## config.mk

```make
export PLATFORM = sky130hd
export DESIGN_NAME = vbi_anc_packer
export DESIGN_NICKNAME = d
export VERILOG_FILES = /design/src/rtl/vbi_anc_pkg.sv /design/src/rtl/anc_len.sv /design/src/rtl/anc_hdr.sv /design/src/rtl/anc_sum.sv /design/src/rtl/vbi_anc_packer.sv
export SDC_FILE = /design/constraint.sdc
export NUM_CORES = 1
export LEC_CHECK = 0
export BUFFER_PORTS_ARGS = -buffer_cell sky130_fd_sc_hd__buf_4
export CAP_MARGIN = 5
export CORE_MARGIN = 1
export CORE_UTILIZATION = 60
export DETAILED_ROUTE_END_ITERATION = 7
export PLACE_DENSITY = 0.85
export SYNTH_ARGS = -nofsm -noshare
export SYNTH_HDL_FRONTEND = slang
export SYNTH_SLANG_ARGS = --single-unit
```

## constraint.sdc

```tcl
create_clock -name clk -period 8 [get_ports clk]
set_input_delay 0.8 -clock clk [delete_from_list [all_inputs] [get_ports clk]]
set_output_delay 0.8 -clock clk [all_outputs]
set_load 0.05 [all_outputs]
```

## src/rtl/vbi_anc_pkg.sv

```systemverilog
// Package: shared types and the 6-bit parity-protect encoder for the
// ancillary packet formatter. Assumes nothing beyond its callers.
package vbi_anc_pkg;
    typedef enum logic [2:0] {
        PH_IDLE,
        PH_HDR,
        PH_PAY,
        PH_SUM,
        PH_FILL
    } anc_phase_t;

    // Protect a 6-bit value: bit6 = even parity bit, bit7 = its inverse.
    function automatic logic [7:0] prot6(input logic [5:0] v);
        return {~(^v), ^v, v};
    endfunction
endpackage

```

## src/rtl/anc_len.sv

```systemverilog
// Length calculator: from the payload length L it derives the dword count
// N = ceil((L+9)/4)-2 and the whole packet length 4N+8.
// Assumes L <= MAX_PAY so that N fits in 6 bits.
module anc_len #(
    parameter int LEN_W = 7,
    parameter int IDX_W = 9
) (
    input  logic [LEN_W-1:0] len,
    output logic [5:0]       dwords,
    output logic [IDX_W-1:0] total
);
    localparam int SUM_W = IDX_W;

    logic [SUM_W-1:0] padded;

    // Round L+9 up to a multiple of 4, i.e. floor((L+12)/4)*4.
    always_comb begin
        padded = SUM_W'(len) + SUM_W'(12);
        total  = {padded[SUM_W-1:2], 2'b00};
        dwords = 6'(padded[SUM_W-1:2] - 2);
    end
endmodule

```

## src/rtl/anc_hdr.sv

```systemverilog
// Header byte generator: returns header byte 0..7 for the captured line
// attributes. Assumes the caller only uses it while idx < 8.
module anc_hdr
    import vbi_anc_pkg::*;
(
    input  logic [2:0] idx,
    input  logic       fld,
    input  logic       vbi,
    input  logic [9:0] line,
    input  logic [5:0] fmt,
    input  logic       m1,
    input  logic       m2,
    input  logic       err,
    input  logic [5:0] dwords,
    output logic [7:0] hbyte
);
    logic [5:0] did6;

    // Data ID low bits: 010 prefix, then field, outside-blanking, 1.
    always_comb did6 = {3'b010, fld, ~vbi, 1'b1};

    // Select the header byte at position idx.
    always_comb begin
        case (idx)
            3'd0:    hbyte = 8'h00;
            3'd1:    hbyte = 8'hFF;
            3'd2:    hbyte = 8'hFF;
            3'd3:    hbyte = prot6(did6);
            3'd4:    hbyte = prot6(fmt);
            3'd5:    hbyte = prot6(dwords);
            3'd6:    hbyte = line[7:0];
            default: hbyte = {3'b000, err, m1, m2, line[9:8]};
        endcase
    end
endmodule

```

## src/rtl/anc_sum.sv

```systemverilog
// Checksum accumulator: clears on packet start and adds each consumed
// payload byte modulo 256. Assumes clr and add are never high together.
module anc_sum (
    input  logic       clk,
    input  logic       rst_n,
    input  logic       clr,
    input  logic       add,
    input  logic [7:0] din,
    output logic [7:0] sum
);
    // Running modulo-256 sum of the payload.
    always_ff @(posedge clk) begin
        if (!rst_n || clr) sum <= 8'h00;
        else if (add)      sum <= sum + din;
    end
endmodule

```

## src/rtl/vbi_anc_packer.sv

```systemverilog
// Top: sequences one ancillary packet per accepted start pulse.
// The packet is a header, the payload, a checksum and zero fill up to a
// multiple of 4 bytes. Output bytes come from a combinational mux on the
// byte index, so byte 0 is valid the cycle after start is accepted.
// Assumes pay_data follows pay_idx within the cycle and pay_len <= MAX_PAY.
module vbi_anc_packer
    import vbi_anc_pkg::*;
#(
    parameter int MAX_PAY = 64,
    localparam int LEN_W  = $clog2(MAX_PAY + 1),
    localparam int ADDR_W = $clog2(MAX_PAY),
    localparam int IDX_W  = LEN_W + 2
) (
    input  logic              clk,
    input  logic              rst_n,
    input  logic              anc_sel,
    input  logic              start,
    input  logic              fld_in,
    input  logic              vbi_in,
    input  logic [9:0]        line_in,
    input  logic [5:0]        fmt_in,
    input  logic              m1_in,
    input  logic              m2_in,
    input  logic              err_in,
    input  logic [LEN_W-1:0]  pay_len,
    output logic [ADDR_W-1:0] pay_idx,
    output logic              pay_rd,
    input  logic [7:0]        pay_data,
    output logic              anc_valid,
    output logic [7:0]        anc_byte,
    output logic              busy
);
    logic             fld_q, vbi_q, m1_q, m2_q, err_q;
    logic [9:0]       line_q;
    logic [5:0]       fmt_q;
    logic [LEN_W-1:0] len_q;
    logic [IDX_W-1:0] idx;
    logic             accept;
    logic [5:0]       dwords;
    logic [IDX_W-1:0] total;
    logic [IDX_W-1:0] sum_pos;
    logic [7:0]       hbyte;
    logic [7:0]       csum;
    anc_phase_t       phase;

    assign accept = start && anc_sel && !busy;

    // Capture the line attributes on an accepted start.
    always_ff @(posedge clk) begin
        if (!rst_n) begin
            fld_q  <= 1'b0;
            vbi_q  <= 1'b0;
            m1_q   <= 1'b0;
            m2_q   <= 1'b0;
            err_q  <= 1'b0;
            line_q <= '0;
            fmt_q  <= '0;
            len_q  <= '0;
        end else if (accept) begin
            fld_q  <= fld_in;
            vbi_q  <= vbi_in;
            m1_q   <= m1_in;
            m2_q   <= m2_in;
            err_q  <= err_in;
            line_q <= line_in;
            fmt_q  <= fmt_in;
            len_q  <= pay_len;
        end
    end

    // Byte index and busy flag: run from 0 to total-1, then go idle.
    always_ff @(posedge clk) begin
        if (!rst_n) begin
            busy <= 1'b0;
            idx  <= '0;
        end else if (accept) begin
            busy <= 1'b1;
            idx  <= '0;
        end else if (busy) begin
            if (idx == total - IDX_W'(1)) begin
                busy <= 1'b0;
                idx  <= '0;
            end else begin
                idx <= idx + IDX_W'(1);
            end
        end
    end

    anc_len #(.LEN_W(LEN_W), .IDX_W(IDX_W)) u_len (
        .len    (len_q),
        .dwords (dwords),
        .total  (total)
    );

    anc_hdr u_hdr (
        .idx    (idx[2:0]),
        .fld    (fld_q),
        .vbi    (vbi_q),
        .line   (line_q),
        .fmt    (fmt_q),
        .m1     (m1_q),
        .m2     (m2_q),
        .err    (err_q),
        .dwords (dwords),
        .hbyte  (hbyte)
    );

    anc_sum u_sum (
        .clk   (clk),
        .rst_n (rst_n),
        .clr   (accept),
        .add   (pay_rd),
        .din   (pay_data),
        .sum   (csum)
    );

    // Phase decode from the byte index and the captured length.
    always_comb begin
        sum_pos = IDX_W'(len_q) + IDX_W'(8);
        if (!busy)              phase = PH_IDLE;
        else if (idx < IDX_W'(8)) phase = PH_HDR;
        else if (idx < sum_pos) phase = PH_PAY;
        else if (idx == sum_pos) phase = PH_SUM;
        else                    phase = PH_FILL;
    end

    // Payload read port and output byte mux.
    always_comb begin
        pay_rd    = (phase == PH_PAY);
        pay_idx   = ADDR_W'(idx - IDX_W'(8));
        anc_valid = busy;
        case (phase)
            PH_HDR:  anc_byte = hbyte;
            PH_PAY:  anc_byte = pay_data;
            PH_SUM:  anc_byte = csum;
            default: anc_byte = 8'h00;
        endcase
    end

    // an accepted start puts the zero preamble byte out next cycle.
    a_r1_first_byte: assert property (@(posedge clk) disable iff (!rst_n)
        accept |=> (anc_valid && anc_byte == 8'h00));

    // protected header bytes carry even parity and its inverse.
    a_r3_hdr_parity: assert property (@(posedge clk) disable iff (!rst_n)
        (phase == PH_HDR && idx >= IDX_W'(3) && idx <= IDX_W'(5)) |->
        (anc_byte[7] != anc_byte[6] && anc_byte[6] == ^anc_byte[5:0]));

    // fill bytes are zero.
    a_r8_fill_zero: assert property (@(posedge clk) disable iff (!rst_n)
        (phase == PH_FILL) |-> (anc_byte == 8'h00));

    // a start during a packet leaves the captured length untouched.
    a_r9_busy_ignore: assert property (@(posedge clk) disable iff (!rst_n)
        (busy && start) |=> $stable(len_q));

    // with ancillary output deselected an idle block stays silent.
    a_r10_deselected: assert property (@(posedge clk) disable iff (!rst_n)
        (!busy && !anc_sel) |=> !anc_valid);

    // accepted lengths stay within the supported range.
    a_r11_len_range: assert property (@(posedge clk) disable iff (!rst_n)
        accept |-> (pay_len <= LEN_W'(MAX_PAY)));
endmodule

```

# Yosys cells after proc, flatten, opt, wreduce, memory -nomap -nowiden
# Index checks and enable logic that the tools add are counted.
# totals
ff_bits	46
latch_bits	0
ram_bits	0
romBits	0
inputBits	40
out_inout_bits	17
wordCells	57
mem_count	0
# op_classes
n_addsub	7
n_mul	0
n_div	0
n_lt_le_gt_ge	2
n_eq_ne	11
shifts	0
muxes	10
bitwise_logic	5
reduce_logical	11
# ops
operator	count
$pmux 8 s6	1
$pmux 8 s3	1
$reduce_xor 6->1	3
$add 7x4->8 const B	2
$eq 3x2->1 const B	4
$mux 3	4
$add 9x1->9 const B	1
$eq 3x3->1 const B	3
$eq 9x8->1	1
$eq 9x9->1	1
$lt 9x4->1 const B	1
$lt 9x8->1	1
$mux 9	1
$sub 9x1->9 const B	1
$add 8x8->8	1
$eq 3x1->1 const B	2
$sub 6x2->6 const B	1
$sub 6x4->6 const B	1
$not 1->1	5
$reduce_or 2->1	2
$logic_not 3->1	1
$mux 1	3
$logic_and 1x1->1	2
$logic_not 1->1	2
$logic_or 1x1->1	1

# Logic depth before layout (Yosys ltp)
# Gate-level depths: netlist of run 1.
# depth
word_depth	8
mapped_depth	11
mapped_depth_nobuf	10

# By module
# From an unflattened synthesis of run 1, not the netlist that was laid out.
# hier_totals
hier_cells	448
hier_area_um2	3537.1
# by_module_without_submodules
module	instances	cells_per_inst	area_per_inst_um2	seq_area_each_um2
vbi_anc_packer	1	281	2238.4	760.7
anc_sum	1	77	645.6	160.2
anc_hdr	1	60	434.2	0.0
anc_len	1	30	219.0	0.0

# Worst setup path before layout of run 1
# OpenSTA, ideal clock, no wires.
# synth_timing
kind	register -> output
from	register len_q[3]
to	output anc_byte[4]
arrival_time_ns	3.035
required_ns	7.200
setup_slack_ns	4.165
stages_incl_launch_ff	11
n_path_buf	1
path_cell_list	dfxtp_1 inv_1 ha_1 ha_1 and3_1 o21ai_0 nand2_1 a211oi_1 clkbuf_1 a22oi_1 o21ai_0
# synth_via
elab_chain_cells	8
elab_cells_between_ends	14
cone_classes	add/sub (3); order compare (1); eq/ne (4); mux (6)
# synth_rtl
item	line	text
start: declaration	vbi_anc_packer.sv:36	logic [LEN_W-1:0] len_q;
start signal: assignment	vbi_anc_packer.sv:67	len_q <= pay_len;
$add 7x4->8 *	vbi_anc_packer.sv:119	sum_pos = IDX_W'(len_q) + IDX_W'(8);
branches (longest 2 deep; another with $lt 9x8->1)	n/a	
$mux 3 *	vbi_anc_packer.sv:122	else if (idx < sum_pos) phase = PH_PAY;
$mux 3 *	vbi_anc_packer.sv:121	else if (idx < IDX_W'(8)) phase = PH_HDR;
$mux 3 *	vbi_anc_packer.sv:120	if (!busy) phase = PH_IDLE;
$eq 3x2->1 *	n/a	
named net pay_rd	vbi_anc_packer.sv:27	output logic pay_rd,
$pmux 8 s3 *	vbi_anc_packer.sv:132	case (phase)
end: declaration	vbi_anc_packer.sv:30	output logic [7:0] anc_byte,
# Mark *: on every way through the listed nets, which the timed path passes.

# Worst setup path in the final report of run 1
# layout_timing
from	register len_q[2]
to	output anc_byte[5]
# layout_via
elab_chain_cells	8
elab_cells_between_ends	14
cone_classes	add/sub (3); order compare (1); eq/ne (4); mux (6)
# layout_rtl
item	line
branches (longest 7 deep; another with $lt 9x8->1)	n/a
$pmux 8 s3 *	vbi_anc_packer.sv:132
# Mark *: on every way between the ends.

==> flow_summary.ini, run 1 <==
[run_status]
outcome = finished clean

[synthesis]
syn_inst = 414
postSynthAreaPerCell_um2 = 8.00
synth_edf_count = 0
synth.mux.area_fraction_pct = 1.51
synth_top_area_share_pct = 27.8
synthTopCellsByArea = dfxtp_1, ha_1, nand2_1
synth_top_family_by_area = compound AO/OA/AOI/OAI gates
ys_seq_elements = 46
synth-simple-area-share_pct = 19.1
synth_cell_types = 54
syn_area_um2 = 3310
yosysWarningCount = 0
async_flop_share_pct = 0
synth-seq-area-share_pct = 27.8
synthXorXnorAreaFrac_pct = 10.8
synth_area_leader_cell = dfxtp_1
synthAdderAreaFrac_pct = 11.2
syn_nets = 483
synth_compound_area_share_pct = 23.3
synth_ff_type = dfxtp_1

[power]
pwr-share-comb_pct = 21.2
p_sw_mw = 0.163
switching_share_pct = 28.2
p_seq_share_pct = 42.8
clockPowerShare_pct = 36.1
cellLeakagePower_nw = 1.54
vdd_ir_drop_max_mv = 0.111
power.internal_mw = 0.415
p_per_area_nw_per_um2 = 150

[floorplanning]
core_area_um2 = 5200
num_rows = 26
io_pins = 57
die_w_um = 76.3
die_area_um2 = 5820
start_util_pct = 63.7
die_h_um = 76.3

[hold_path]
hp-class = reg2reg
min_to = m2_q$_SDFFE_PN0P_
hold_depth = 2
min_from = m2_q$_SDFFE_PN0P_

[clock_tree]
cts_made_buffers = 5
htreeDepth = 2
post-cts-setup-buffer-count = 0
cts_tree = built
cts.sinks = 46
cts_buffer_depth = 2
hold_buffers = 0
clock_latency_ps = 300
cts_root_buffer = clkbuf_8
cts.clk_slew.worst_paths_ps = 90
cts_resized = 0

[placement]
dp.cells = 514
dp_hpwl_mm = 5.57
portBuffers = 56
pre_cts_slack_ps = 4250
gp_congestion = 0.922
place_area_um2 = 3700

[routing]
viasPerCell = 5.72
met2_length_mm = 3.27
wl_per_cell_um = 14.1
drt_iter0_drc = 247
routed.top_layer = met4
dr_wl_met3_um = 473
drt_wl_total_mm = 7.37
drc = 0
drt-pass1-iter-count = 5
ant_nets = 0
met1Wirelength_mm = 3.53
num_vias = 2988

[critical_path]
worstReg2RegEnd = idx[8]$_SDFFE_PP0P_
critPathLaunchType = flip-flop
timing.rr.start = len_q[2]$_SDFFE_PN0P_
r2r_setup_slack_ps = 4530
crit_path_end_kind = primary output
critical_path_class = reg2out
r2r_cells = 9
required_ps = 7200
cp_max_fo = 10
cp.arrival_ps = 3310

[timing]
fmax_ghz = 0.243
grt_setup_unrepaired = no
period_minus_slack_ps = 4110
post-route-period-util_pct = 51.4
tightest_slew_ps = 1050
setup_ws_ps = 3890
setup_viol = 0
tns_ps = 0
finalHoldViolations = 0
clock_skew_ps = 6.71
report.final.slew_viol_count = 0
maxSlewHeadroom_pct = 29.7

[finish]
design_area_um2 = 3840
mostFrequentLayoutCell = nand2_1
drive_gt1_share_pct = 16.2
layout_common_cells = nand2_1, buf_4, dfxtp_1
regArea_um2 = 921
n_antenna_cell = 0
multi_input_area_um2 = 2190
fill_cells = 424
fin_nets = 520
final_cell_count_no_fill = 522
post-route-util_pct = 73.7
area_delta_synth_final_pct = 15.8

[grt]
grtUsageTotal_pct = 26.1
grt_max_degree = 34
antenna_found_initial = 0
grt_pass1_wl_mm = 12.4
grt_overflow = 0
grt_pass1_vias = 2637

[job]
maxCapViolCount = 0
-- worst max-delay path, cell delays in order, from the launching register on --
cell       delay, ps
dfxtp_1          460
inv_1            150
ha_1             250
xor2_1           400
ha_1             440
nand3b_1         130
o2111ai_1        120
nand2_1          130
a221o_1          330
a222oi_1         350
inv_1             70
buf_4            190
-- synth_stat cells (3+ instances only) --
library cell / count
a21o_1: 4
mux2i_1: 5
buf_4: 5
nand4_1: 3
a22oi_1: 7
dfxtp_1: 46
a211oi_1: 9
xnor2_1: 24
nor2b_1: 3
o21ai_1: 9
o31ai_1: 3
a21boi_0: 29
buf_1: 3
nor3b_1: 3
nor2_1: 20
nor3_1: 3
o21ai_0: 14
a21oi_1: 12
xor2_1: 12
nand3_1: 13
inv_1: 19
and3_1: 5
a222oi_1: 4
ha_1: 28
clkbuf_1: 16
nand2_1: 82
-- per-layer routing --
| metal | track usage, % | vias to the layer above |
|---|---|---|
| met5 | 0 | - |
| met4 | 7.50 | 0 |
| met3 | 4.31 | 9 |
| met2 | 40.5 | 109 |
| met1 | 37.2 | 1359 |
| li1 | - | 1511 |
-- kinds of logic after synthesis --
| group | Yosys count |
|---|---|
| compound gates | 108 |
| buf+inv | 46 |
| xor+xnor | 38 |
| simple gates | 142 |
| mux | 5 |
| fa+ha+maj | 29 |
| flops | 46 |
-- sequential cells by signal (all words and copies together) (netlist names) --
| signal | count |
|---|---|
| line_q | 10 |
| fld_q | 1 |
| len_q | 7 |
| fmt_q | 6 |
| m2_q | 1 |
| vbi_q | 1 |
| anc_valid | 1 |
| m1_q | 1 |
| idx | 9 |
| err_q | 1 |
| u_sum.sum | 8 |
-- power by group through the flow --
stage / Combinational [mW] / Clock (mW) / Sequential [mW]
global route: 0.134 / 0.223 / 0.248
detailed placement: 0.121 / 0 / 0.252
floorplan: 0.0885 / 0 / 0.249
CTS: 0.121 / 0.211 / 0.247
finish: 0.122 / 0.208 / 0.247
global placement: 0.118 / 0 / 0.252
-- stage by stage --
step	hold WS (ps)	total power [mW]
after floorplan	440	0.337
after global routing	497	0.605
final	470	0.578
after global placement	448	0.369
after detailed placement	456	0.373
after CTS	469	0.579
-- area by class of cell --
type	instances	share of cell area [%]
Clock buffer	5	1.79
Clock inverter	3	1.79
Inverter	19	1.86
Multi-Input combinational cell	322	57.1
Sequential cell	46	24.0
Tap cell	70	2.28
Timing Repair Buffer	57	11.2
-- worst max path at each step --
stage | from | end | slack (ps) | cells past startpoint
5_1_grt | len_q[2]$_SDFFE_PN0P_ | anc_byte[5] | 3630 | 11
6_report | len_q[2]$_SDFFE_PN0P_ | anc_byte[5] | 3890 | 11
4_1_cts | len_q[2]$_SDFFE_PN0P_ | anc_byte[5] | 3920 | 11
2_1_floorplan | len_q[3]$_SDFFE_PN0P_ | anc_byte[4] | 4160 | 10
3_5_place_dp | len_q[2]$_SDFFE_PN0P_ | anc_byte[5] | 4250 | 11
3_3_place_gp | len_q[2]$_SDFFE_PN0P_ | anc_byte[5] | 4430 | 11
No activity file was read; power rests on OpenSTA's default activity.
==> inputs of run 2 (changes only) <==
Settings changed: CORE_UTILIZATION 60 to 51, PLACE_DENSITY 0.85 to 0.76.
Clock period 8 ns to 3.7 ns, I/O delays scaled along.
==> run 2 against run 1 <==
Global-route usage fell by 2.4 points. Register-to-register slack got worse by 4000 ps. Clock-buffer cell count stayed put. Largest cell class unchanged. Highest routed layer unchanged.
==> flow_summary.ini, run 2 (synthesis gave the netlist of run 1 again) <==
[run_status]
outcome = finished clean

[routing]
wl_per_cell_um = 14.7
drc = 0
drt_wl_total_mm = 7.79
drt-pass1-iter-count = 4
drt_iter0_drc = 147
ant_nets = 0
viasPerCell = 5.58
num_vias = 2961

[clock_tree]
hold_buffers = 0
clock_latency_ps = 310
cts.sinks = 46
cts.clk_slew.worst_paths_ps = 90
cts_buffer_depth = 2
cts_made_buffers = 5
htreeDepth = 2
cts_root_buffer = clkbuf_8
post-cts-setup-buffer-count = 0
cts_tree = built
cts_resized = 0

[timing]
tightest_slew_ps = 673
finalHoldViolations = 0
fmax_ghz = 0.292
clock_skew_ps = 4.32
post-route-period-util_pct = 92.4
report.final.slew_viol_count = 0
setup_viol = 0
tns_ps = 0
holdWs_ps = 310
maxSlewHeadroom_pct = 55.1
period_minus_slack_ps = 3420
grt_setup_unrepaired = no

[critical_path]
crit_buf_inv = 2
worst_path_most_repeated_cell = xnor2_1
critPathLaunchType = flip-flop
cp_max_fo = 10
crit_chain = inv_1, ha_1, xor2_2, ha_2, xnor2_1, xnor2_1, xor2_1, xnor2_1, xor2_1, o21ai_1, buf_4
crit_path_end_kind = primary output
crit_family = XOR/XNOR gates
path_depth = 11
r2r_cells = 9
timing.rr.start = len_q[2]$_SDFFE_PN0P_
required_ps = 3330
cpMaxStageDelayCell = dfxtp_1
r2r_setup_slack_ps = 510
critical_path_class = reg2out
slowest_delay_ps = 450
cp.arrival_ps = 3050
worstReg2RegEnd = idx[4]$_SDFFE_PP0P_

[grt]
grt_pass1_vias = 2623
antenna_found_initial = 0
grtUsageTotal_pct = 23.7
grt_pass1_wl_mm = 12.3
use_met3_pct = 3.41
busiest_layer = met2
grt_max_degree = 34
grt_overflow = 0
gr-usage-met2_pct = 39.3
grt.met1_usage_pct = 32.1

[floorplanning]
die_h_um = 82.6
io_pins = 57
start_util_pct = 52.5
die_w_um = 82.6
die_area_um2 = 6820
num_rows = 29
core_area_um2 = 6310

[power]
vdd_ir_drop_max_mv = 0.212
cellLeakagePower_nw = 1.52
p_per_area_nw_per_um2 = 292

[finish]
fin_nets = 522
n_antenna_cell = 0
drive_gt1_share_pct = 16.7
area_delta_synth_final_pct = 15.3
largest_register = line_q
largest_reg_flops = 10
layout_common_cells = nand2_1, buf_4, dfxtp_1
reg_top3 = line_q: 10 flops, idx: 9 flops, u_sum.sum: 8 flops
mostFrequentLayoutCell = nand2_1

[hold_path]
min_to = line_q[6]$_SDFFE_PN0P_
hold_depth = 3
hp-class = in2reg
min_from = line_in[6]

[placement]
portBuffers = 56
gp_congestion = 0.865
dp_hpwl_mm = 5.94

[job]
maxCapViolCount = 0
## run 2: changes by cell type in the layout (fill, tap and decap cells not counted)
cell,previous run,this run
buf_4,57,59
ha_2,0,1
clkinv_2,0,1
nor2_1,19,20
xor2_2,0,1
clkinvlp_4,0,1
nor2_2,1,0
xor2_1,12,11
ha_1,28,27
bufinv_16,2,0
## run 2: through the flow
stage	cells	power (mW)	cell area [µm²]	util, %	setup WS (ps)
2_1_floorplan	414	0.729	3310	-	295
3_3_place_gp	523	0.802	3720	58.9	500
3_5_place_dp	523	0.809	3720	58.9	315
4_1_cts	531	1.12	3810	60.4	82.7
5_1_grt	531	1.17	3820	60.5	4.87
6_report	531	1.12	3820	60.5	281
## run 2: how the worst max path moves through the flow
stage,start,end
final,len_q[2]$_SDFFE_PN0P_,anc_byte[6]
after global routing,len_q[2]$_SDFFE_PN0P_,anc_byte[5]
after CTS,len_q[2]$_SDFFE_PN0P_,anc_byte[5]
after floorplan,len_q[3]$_SDFFE_PN0P_,anc_byte[4]
after global placement,len_q[2]$_SDFFE_PN0P_,idx[5]$_SDFFE_PP0P_
after detailed placement,len_q[2]$_SDFFE_PN0P_,idx[4]$_SDFFE_PP0P_
## run 2: where the power goes
part	internal [mW]	total [mW]	switching (mW)
Combinational	0.116	0.268	0.151
Sequential	0.512	0.534	0.0225
Clock	0.133	0.316	0.183
## run 2: metal layers
metal	share of wire, %	wire length [µm]
met5	0	0
met4	0.56	44
met1	47	3680
met3	4.1	319
met2	48	3740
## run 2: worst register-to-register path, delay by kind of cell (launching register included)
kind	cells	cell delay [ps]
compound gates	3	1060
xor+xnor	1	280
fa+ha+maj	2	620
buf+inv	1	140
flops	1	450
simple gates	2	500
## run 2: area by class of cell
class	count	area, µm²
clock buffer	5	68.8
clock inverter	3	21.3
fill	603	2490
inverter	19	71.3
multi-input combinational	322	2200
sequential	46	921
tap	77	96.3
timing repair buffer	59	443
